==> src/rtl/wdog_pkg.sv <==
package wdog_pkg;
  localparam logic [7:0] OFF_CTRL    = 8'h00;
  localparam logic [7:0] OFF_TORR    = 8'h04;
  localparam logic [7:0] OFF_COUNT   = 8'h08;
  localparam logic [7:0] OFF_RESTART = 8'h0C;
  localparam logic [7:0] OFF_CLR     = 8'h14;
  localparam logic [7:0] RESTART_KEY = 8'h76;

  typedef struct packed {
    logic [2:0] code;
    logic       mode;  // 1: interrupt first
    logic       en;
  } ctrl_t;

  localparam ctrl_t CTRL_RST = '{code: 3'b010, mode: 1'b0, en: 1'b0};
endpackage

==> src/rtl/wdog_regs.sv <==
module wdog_regs
  import wdog_pkg::*;
(
  input  logic        clk_i,
  input  logic        rst_ni,
  input  logic        req_i,
  input  logic        we_i,
  input  logic [7:0]  addr_i,
  input  logic [31:0] wdata_i,
  output ctrl_t       ctrl_o,
  output logic [3:0]  top_o,
  output logic [3:0]  init_o,
  output logic        en_set_o,
  output logic        restart_o,
  output logic        clr_o
);
  ctrl_t      ctrl_q;
  logic [3:0] top_q, init_q;
  logic       wr, wr_ctrl, wr_torr;

  assign wr      = req_i & we_i;
  assign wr_ctrl = wr && addr_i == OFF_CTRL;
  assign wr_torr = wr && addr_i == OFF_TORR;

  always_ff @(posedge clk_i or negedge rst_ni) begin
    if (!rst_ni) begin
      ctrl_q <= CTRL_RST;
      top_q  <= '0;
      init_q <= '0;
    end else begin
      if (wr_ctrl) begin
        ctrl_q.en   <= ctrl_q.en | wdata_i[0];  // sticky until reset
        ctrl_q.mode <= wdata_i[1];
        ctrl_q.code <= wdata_i[4:2];
      end
      if (wr_torr) begin
        top_q  <= wdata_i[3:0];
        init_q <= wdata_i[7:4];
      end
    end
  end

  assign ctrl_o    = ctrl_q;
  assign top_o     = top_q;
  assign init_o    = init_q;
  assign en_set_o  = wr_ctrl & wdata_i[0] & ~ctrl_q.en;
  assign restart_o = wr && addr_i == OFF_RESTART && wdata_i[7:0] == RESTART_KEY && ctrl_q.en;
  assign clr_o     = req_i && !we_i && addr_i == OFF_CLR;
endmodule

==> src/rtl/wdog_count.sv <==
module wdog_count #(
  parameter int CNT_W = 32,
  parameter int BASE  = 16
) (
  input  logic             clk_i,
  input  logic             rst_ni,
  input  logic             en_i,
  input  logic             en_set_i,
  input  logic             restart_i,
  input  logic [3:0]       top_i,
  input  logic [3:0]       init_i,
  output logic [CNT_W-1:0] cnt_o,
  output logic             expire_o
);
  localparam logic [CNT_W-1:0] ONES = '1;

  function automatic logic [CNT_W-1:0] period_ld(input logic [3:0] n);
    return ONES >> (CNT_W - BASE - int'(n));
  endfunction

  logic [CNT_W-1:0] cnt_q;

  assign expire_o = en_i & ~restart_i & (cnt_q == '0);

  always_ff @(posedge clk_i or negedge rst_ni) begin
    if (!rst_ni)                     cnt_q <= '0;
    else if (en_set_i)               cnt_q <= period_ld(init_i);
    else if (en_i) begin
      if (restart_i || cnt_q == '0)  cnt_q <= period_ld(top_i);
      else                           cnt_q <= cnt_q - 1'b1;
    end
  end

  assign cnt_o = cnt_q;
endmodule

==> src/rtl/wdog_pulse.sv <==
module wdog_pulse #(
  parameter int CODE_W = 3
) (
  input  logic              clk_i,
  input  logic              rst_ni,
  input  logic              trig_i,
  input  logic [CODE_W-1:0] code_i,
  output logic              pulse_o
);
  localparam int PCNT_W = (1 << CODE_W) + 1;
  localparam logic [PCNT_W-1:0] ONES = '1;

  logic [PCNT_W-1:0] pcnt_q;
  logic              act_q;

  always_ff @(posedge clk_i or negedge rst_ni) begin
    if (!rst_ni) begin
      act_q  <= 1'b0;
      pcnt_q <= '0;
    end else if (act_q) begin
      if (pcnt_q == '0) act_q <= 1'b0;
      else              pcnt_q <= pcnt_q - 1'b1;
    end else if (trig_i) begin
      act_q  <= 1'b1;
      pcnt_q <= ONES >> (PCNT_W - 1 - int'(code_i));  // 2^(code+1)-1
    end
  end

  assign pulse_o = act_q;
endmodule

==> src/rtl/wdog_timer.sv <==
module wdog_timer
  import wdog_pkg::*;
#(
  parameter int CNT_W = 32,
  parameter int BASE  = 16
) (
  input  logic        clk_i,
  input  logic        rst_ni,
  input  logic        req_i,
  input  logic        we_i,
  input  logic [7:0]  addr_i,
  input  logic [31:0] wdata_i,
  output logic [31:0] rdata_o,
  output logic        irq_o,
  output logic        sys_rst_o
);
  ctrl_t            ctrl;
  logic [3:0]       top, init;
  logic             en_set, restart, clr, expire, trig, irq_q;
  logic [CNT_W-1:0] cnt;

  wdog_regs u_regs (
    .clk_i, .rst_ni, .req_i, .we_i, .addr_i, .wdata_i,
    .ctrl_o(ctrl), .top_o(top), .init_o(init),
    .en_set_o(en_set), .restart_o(restart), .clr_o(clr)
  );

  wdog_count #(.CNT_W(CNT_W), .BASE(BASE)) u_count (
    .clk_i, .rst_ni, .en_i(ctrl.en), .en_set_i(en_set), .restart_i(restart),
    .top_i(top), .init_i(init), .cnt_o(cnt), .expire_o(expire)
  );

  // clear acts before a coincident expiry
  assign trig = expire & (~ctrl.mode | (irq_q & ~clr));

  always_ff @(posedge clk_i or negedge rst_ni) begin
    if (!rst_ni)                   irq_q <= 1'b0;
    else if (expire && ctrl.mode)  irq_q <= 1'b1;
    else if (clr)                  irq_q <= 1'b0;
  end

  wdog_pulse #(.CODE_W(3)) u_pulse (
    .clk_i, .rst_ni, .trig_i(trig), .code_i(ctrl.code), .pulse_o(sys_rst_o)
  );

  always_comb begin
    rdata_o = '0;
    if (req_i && !we_i) begin
      unique case (addr_i)
        OFF_CTRL:  rdata_o = {27'd0, ctrl};
        OFF_TORR:  rdata_o = {24'd0, init, top};
        OFF_COUNT: rdata_o = 32'(cnt);
        default:   rdata_o = '0;
      endcase
    end
  end

  assign irq_o = irq_q;
endmodule

==> config.mk <==
export PLATFORM = sky130hd
export DESIGN_NAME = wdog_timer
export DESIGN_NICKNAME = d
export VERILOG_FILES = /design/src/rtl/wdog_pkg.sv /design/src/rtl/wdog_regs.sv /design/src/rtl/wdog_count.sv /design/src/rtl/wdog_pulse.sv /design/src/rtl/wdog_timer.sv
export SDC_FILE = /design/constraint.sdc
export NUM_CORES = 1
export LEC_CHECK = 0
export ABC_AREA = 1
export ABC_CLOCK_PERIOD_IN_PS = 5750
export BUFFER_PORTS_ARGS = -buffer_cell sky130_fd_sc_hd__buf_2
export CORE_ASPECT_RATIO = 0.8
export CORE_MARGIN = 2
export CORE_UTILIZATION = 63
export DETAILED_ROUTE_END_ITERATION = 12
export GPL_TIMING_DRIVEN = 0
export PLACE_DENSITY_LB_ADDON = 0.1
export SYNTH_ARGS = -nofsm -noshare
export SYNTH_HDL_FRONTEND = slang
export SYNTH_SLANG_ARGS = --single-unit
==> constraint.sdc <==
create_clock -name clk_i -period 5.75 [get_ports clk_i]
set_input_delay 1.15 -clock clk_i [delete_from_list [all_inputs] [get_ports clk_i]]
set_output_delay 1.15 -clock clk_i [all_outputs]
set_load 0.05 [all_outputs]
# Word level (Yosys, flattened, before mapping)
# Index checks and enable logic that the tools add are counted.
dict set report totals {
  register_bits 56
  wordCells 66
  out_inout_bits 34
}
dict set report op_classes {
  n_addsub 5
  mux 13
  n_reduce_logical 17
  n_bitwise 13
  shifts 3
  n_eq_ne 6
}
# cell count
set ops {}
lappend ops {{2-to-1 mux 32 bit} 4}
lappend ops {{case mux 32 bit (3 select lines)} 1}
lappend ops {{right shift 32 x 32 -> 32 bit, first input constant} 2}
lappend ops {{zero test 32 bit} 1}
lappend ops {{right shift 9 x 32 -> 9 bit, first input constant} 1}
lappend ops {{subtractor 32 x 1 -> 32 bit, second input constant} 1}
lappend ops {{2-to-1 mux 9 bit} 3}
lappend ops {{equality test 8 x 4 -> 1 bit, second input constant} 2}
lappend ops {{subtractor 5 x 4 -> 6 bit, first input constant} 2}
lappend ops {{zero test 9 bit} 1}
lappend ops {{subtractor 9 x 1 -> 9 bit, second input constant} 1}
lappend ops {{equality test 8 x 3 -> 1 bit, second input constant} 1}
lappend ops {{equality test 8 x 5 -> 1 bit, second input constant} 1}
lappend ops {{equality test 8 x 7 -> 1 bit, second input constant} 1}
lappend ops {{logical AND 1 bit} 8}
lappend ops {{zero test 8 bit} 1}
lappend ops {{bitwise AND 1 bit} 7}
lappend ops {{nonzero test 2 bit} 3}
lappend ops {{2-to-1 mux 1 bit} 5}
lappend ops {{subtractor 4 x 3 -> 5 bit, first input constant} 1}
lappend ops {{NOT 1 bit} 4}
lappend ops {{!= test 2 bit, second input constant} 1}
lappend ops {{bitwise OR 1 bit} 2}
lappend ops {{AND reduction 2 bit} 1}
lappend ops {{other kinds (2)} 2}

# Depth between registers and ports, before layout
dict set report logic_depth {
  ltp_word 10
  mapped_depth 12
  ltp_nobuf 12
}

# Modules after synthesis
# Synthesis repeated with hierarchy kept, for this count alone.
dict set report unflattened {
  cells_unflattened 874
  hier_area_um2 5449.0
}
# mod cells_per_inst n_inst area_per_inst_um2 seq_area_each_um2
set modules_own_cells {}
lappend modules_own_cells {wdog_count 541 1 3181.8 800.8}
lappend modules_own_cells {wdog_regs 95 1 799.5 326.6}
lappend modules_own_cells {wdog_pulse 111 1 745.7 250.2}
lappend modules_own_cells {wdog_timer 127 1 721.9 25.0}

# Worst setup path before layout
# Ideal clock, no wire load.
dict set report synth_path {
  path_kind {input-to-output}
  start {input addr_i[7]}
  end {output rdata_o[27]}
  stages 6
  arrival_time_ns 2.962
  setup_slack_ns 1.638
  cell_sequence {nor2_1 nand2_1 inv_1 nand3_1 clkbuf_1 nor3b_1}
}
dict set report synth_via {
  elab_chain_cells 3
}
# item line
set synth_rtl {}
lappend synth_rtl {{from (decl)} wdog_timer.sv:11} ;# input logic [7:0] addr_i,
lappend synth_rtl {{equality test 8 x 4 -> 1 bit (tied with other cells)} wdog_timer.sv:49} ;# unique case (addr_i)
lappend synth_rtl {{case mux 32 bit (3 select lines) *} wdog_timer.sv:49}
lappend synth_rtl {{2-to-1 mux 32 bit *} wdog_timer.sv:48} ;# if (req_i && !we_i) begin
lappend synth_rtl {{to (decl)} wdog_timer.sv:13} ;# output logic [31:0] rdata_o,
# Every way passes the cells marked *; elsewhere a longest branch is shown, timed or not.

# Worst setup path after layout
dict set report layout_path {
  start {input we_i}
  end {output rdata_o[7]}
}
dict set report layout_via {
  elab_chain_cells 3
}
# item line
set layout_rtl {}
lappend layout_rtl {{from (decl)} wdog_timer.sv:10} ;# input logic we_i,
lappend layout_rtl {{zero test 1 bit} wdog_timer.sv:48}
lappend layout_rtl {{logical AND 1 bit} wdog_timer.sv:48}
lappend layout_rtl {{2-to-1 mux 32 bit} wdog_timer.sv:48}
# Every way passes these cells.

==> flow_summary.json <==
{
  "status": "finished, final reports clean",
  "hold_path_depth": 2,
  "grt_pass1_vias": 5355,
  "numCtsBuffers": 5,
  "vdd_drop_max_mv": 0.1699,
  "whs_endpoint": "u_pulse.pcnt_q[8]$_DFFE_PN0P_",
  "ys_warn_count": 0,
  "drt_iter0_drc": 683,
  "clk_path_buf_depth": 2,
  "antenna_cells": 0,
  "rrSetupSlack_ns": 3.39,
  "vias": 5824,
  "synth_seq_cells": 56,
  "rsz0062_at_grt": "no",
  "die_w_um": 104.2,
  "max_freq_mhz": 242.7,
  "cts.clk_slew.worst_paths_ns": 0.10,
  "synth_cell_types": 39,
  "cts_setup_buffers": 0,
  "grt_overflow": 0,
  "setup_slack_ns": 1.630,
  "period_share_pct": 71.65,
  "post_drt_wl_per_cell_um": 16.39,
  "routed_via_density": 5.795,
  "maxSlewHeadroom_pct": 46.73,
  "drcViolationCount": 0,
  "pwr-share-comb_pct": 42.3,
  "portBuffers": 53,
  "final.setup_skew_ns": 0.01463,
  "post_cts_resized": 0,
  "fin_setup_tns_ns": 0,
  "synthCells": 836,
  "cts_root_buf": "clkbuf_8",
  "dp_slack_ns": 1.688,
  "yosysSeqAreaShare_pct": 27.71,
  "fin_hold_ws_ns": 0.4903,
  "finalWirelength_mm": 16.47,
  "cts_max_level": 2,
  "reg2reg_to": "u_count.cnt_o[5]$_DFFE_PN0P_",
  "cp_max_fo": 8,
  "die_h_um": 84.18,
  "reg2reg_from": "u_count.cnt_o[0]$_DFFE_PN0P_",
  "synth_ff_type": "dfrtp_1",
  "slew_violations": 0,
  "cts_tree": "done",
  "dpl_cell_area_mm2": 0.005463,
  "drt-pass1-iter-count": 6,
  "synth.cell_area_mm2": 0.005062,
  "startpoint_type": "input port",
  "worst-endpoint-required_ns": 4.60,
  "n_fill_cell": 728,
  "regArea_mm2": 0.001403,
  "fin_area_mm2": 0.005580,
  "drive_gt1_share_pct": 12.04,
  "nets": 953,
  "tightest_slew_ns": 0.7918,
  "hp-start": "u_pulse.pcnt_q[8]$_DFFE_PN0P_",
  "ioPinCount": 78,
  "avgSynthCellArea_um2": 6.055,
  "r2r_cells": 11,
  "setup_viol": 0,
  "p_switching_w": 0.0006884,
  "place_congestion": 1.030,
  "critical-path-top-delay-family": "simple AND/OR/NAND/NOR gates",
  "multi_input_area_mm2": 0.003103,
  "initial_core_util_pct": 64.29,
  "p_int_w": 0.0008389,
  "period_needed_ns": 4.120,
  "swShare_pct": 45.07,
  "synthesis.nets": 893,
  "ys_async_sr_fraction_pct": 100.0,
  "p_total_w": 0.001527,
  "critPathSlowestCell": "nor4_1",
  "p_clk_share_pct": 18.0,
  "synth_edf_count": 0,
  "power_density_mw_per_mm2": 273.7,
  "maxCapViolations": 0,
  "antenna_found_initial": 0,
  "core.rowCount": 29,
  "grt_pass1_wl_mm": 26.67,
  "cts.sinks": 56,
  "p_leak_nw": 2.936,
  "synthToLayoutAreaGrowth_pct": 10.23,
  "ant_nets": 0,
  "die_area_mm2": 0.008773,
  "crit_type": "in2out",
  "cts_hold_buf": 0,
  "worstPathCellList": "buf_2, inv_1, nand2_1, nor4_1, inv_1, a21oi_1, buf_2",
  "worst-path-buf-inv": 4,
  "hold_violations": 0,
  "clkLatencyLatePin_ns": 0.33,
  "seq_power_share_pct": 39.7,
  "grt_max_degree": 57,
  "arrival_ns": 2.97,
  "cpPeakStageDelay_ns": 0.77,
  "grt_use_total_pct": 38.51,
  "dpl.hpwl_mm": 13.04,
  "critPathCaptureType": "output port",
  "core_area_mm2": 0.007874,
  "min_path_type": "reg2reg"
}
==> kinds of logic (layout without fill, tap and decap cells) <==
family | after synthesis | count (layout) | synth area share [%]
xor gates and xnor gates | 20 | 20 | 3.460
buffers and inverters | 132 | 193 | 11.00
DFF | 56 | 56 | 27.71
AOI/OAI and AO/OA | 115 | 115 | 11.86
and+or+nand+nor | 500 | 500 | 42.76
adders and majority gates | 13 | 13 | 3.213
==> routing by layer <==
metal,vias to the layer above,GRT usage [%],wire [µm]
li1,2778,-,-
met1,2651,52.34,6839
met2,353,58.31,6875
met3,42,14.83,2405
met4,0,9.459,348
met5,-,0,0
==> stage by stage <==
step | utilization (%) | cells
floorplan | - | 836
global placement | 69.38 | 997
detailed placement | 69.38 | 997
CTS | 70.84 | 1005
global route | 70.87 | 1005
finish | 70.87 | 1005
==> area by class of cell <==
class | instances | area share, %
buffer | 26 | 2.848
timing repair buffer | 53 | 4.798
clock buffer | 5 | 1.233
sequential | 56 | 25.13
multi-input combinational | 648 | 55.61
tap | 108 | 2.422
clock inverter | 3 | 0.8296
inverter | 106 | 7.130
==> synth_stat cells, types with 4 or more instances <==
cell      count  share of area [%]
nand2_1     250                 19
nor2_1      125                9.3
inv_1       101                7.5
dfrtp_1      55                 27
nand3_1      51                5.0
a21oi_1      38                3.8
o21ai_0      37                3.7
nor3_1       32                3.2
o21ai_1      29                2.9
nand4_1      16                2.0
xor2_1       16                2.8
ha_1         13                3.2
clkbuf_1     10               0.74
buf_2         9               0.89
inv_2         5               0.37
nand2_2       5               0.62
nor2_2        5               0.62
nor2_4        5                1.1
o22ai_1       5               0.62
xnor2_1       4               0.69
==> flip-flops by register name, summed over array words and instances (netlist names) <==
| name | count |
|---|---|
| u_count.cnt_o | 32 |
| u_pulse.pcnt_q | 9 |
| u_regs.ctrl_o | 5 |
| u_regs.top_o | 4 |
| u_regs.init_o | 4 |
| irq_o | 1 |
| u_pulse.pulse_o | 1 |
==> worst register-to-register path: cells and delay by family (launching register included) <==
kind	cells	cell delay (ns)
compound gates	1	0.25
fa+ha+maj	1	0.40
buf+inv	2	0.37
flops	1	0.37
simple gates	7	0.86
==> power by group through the flow <==
stage                     logic [W]  clock network, W  registers, W
after floorplan            0.000493                 0      0.000569
after global placement     0.000608                 0      0.000605
after detailed placement   0.000628                 0      0.000608
after CTS                  0.000632          0.000273      0.000600
after global routing       0.000730          0.000284      0.000617
final                      0.000646          0.000276      0.000606
==> how the worst max path moves through the flow <==
stage                     slack (ns)           to  depth (start not counted)  startpoint
after floorplan                 1.64  rdata_o[27]                          6   addr_i[7]
after global placement          1.75   rdata_o[5]                          7        we_i
after detailed placement        1.69   rdata_o[7]                          7        we_i
after CTS                       1.68   rdata_o[7]                          7        we_i
after global routing            1.50   rdata_o[7]                          7        we_i
final                           1.63   rdata_o[7]                          7        we_i
==> layout by cell type (no fill, tap or decap), types with 29 or more instances in the layout <==
cell type / count
o21ai_0: 37
nand3_1: 51
dfrtp_1: 55
nand2_1: 250
a21oi_1: 38
nor3_1: 32
o21ai_1: 29
nor2_1: 125
inv_1: 101
buf_2: 61
Note: power is estimated with default switching activity, not from simulation.
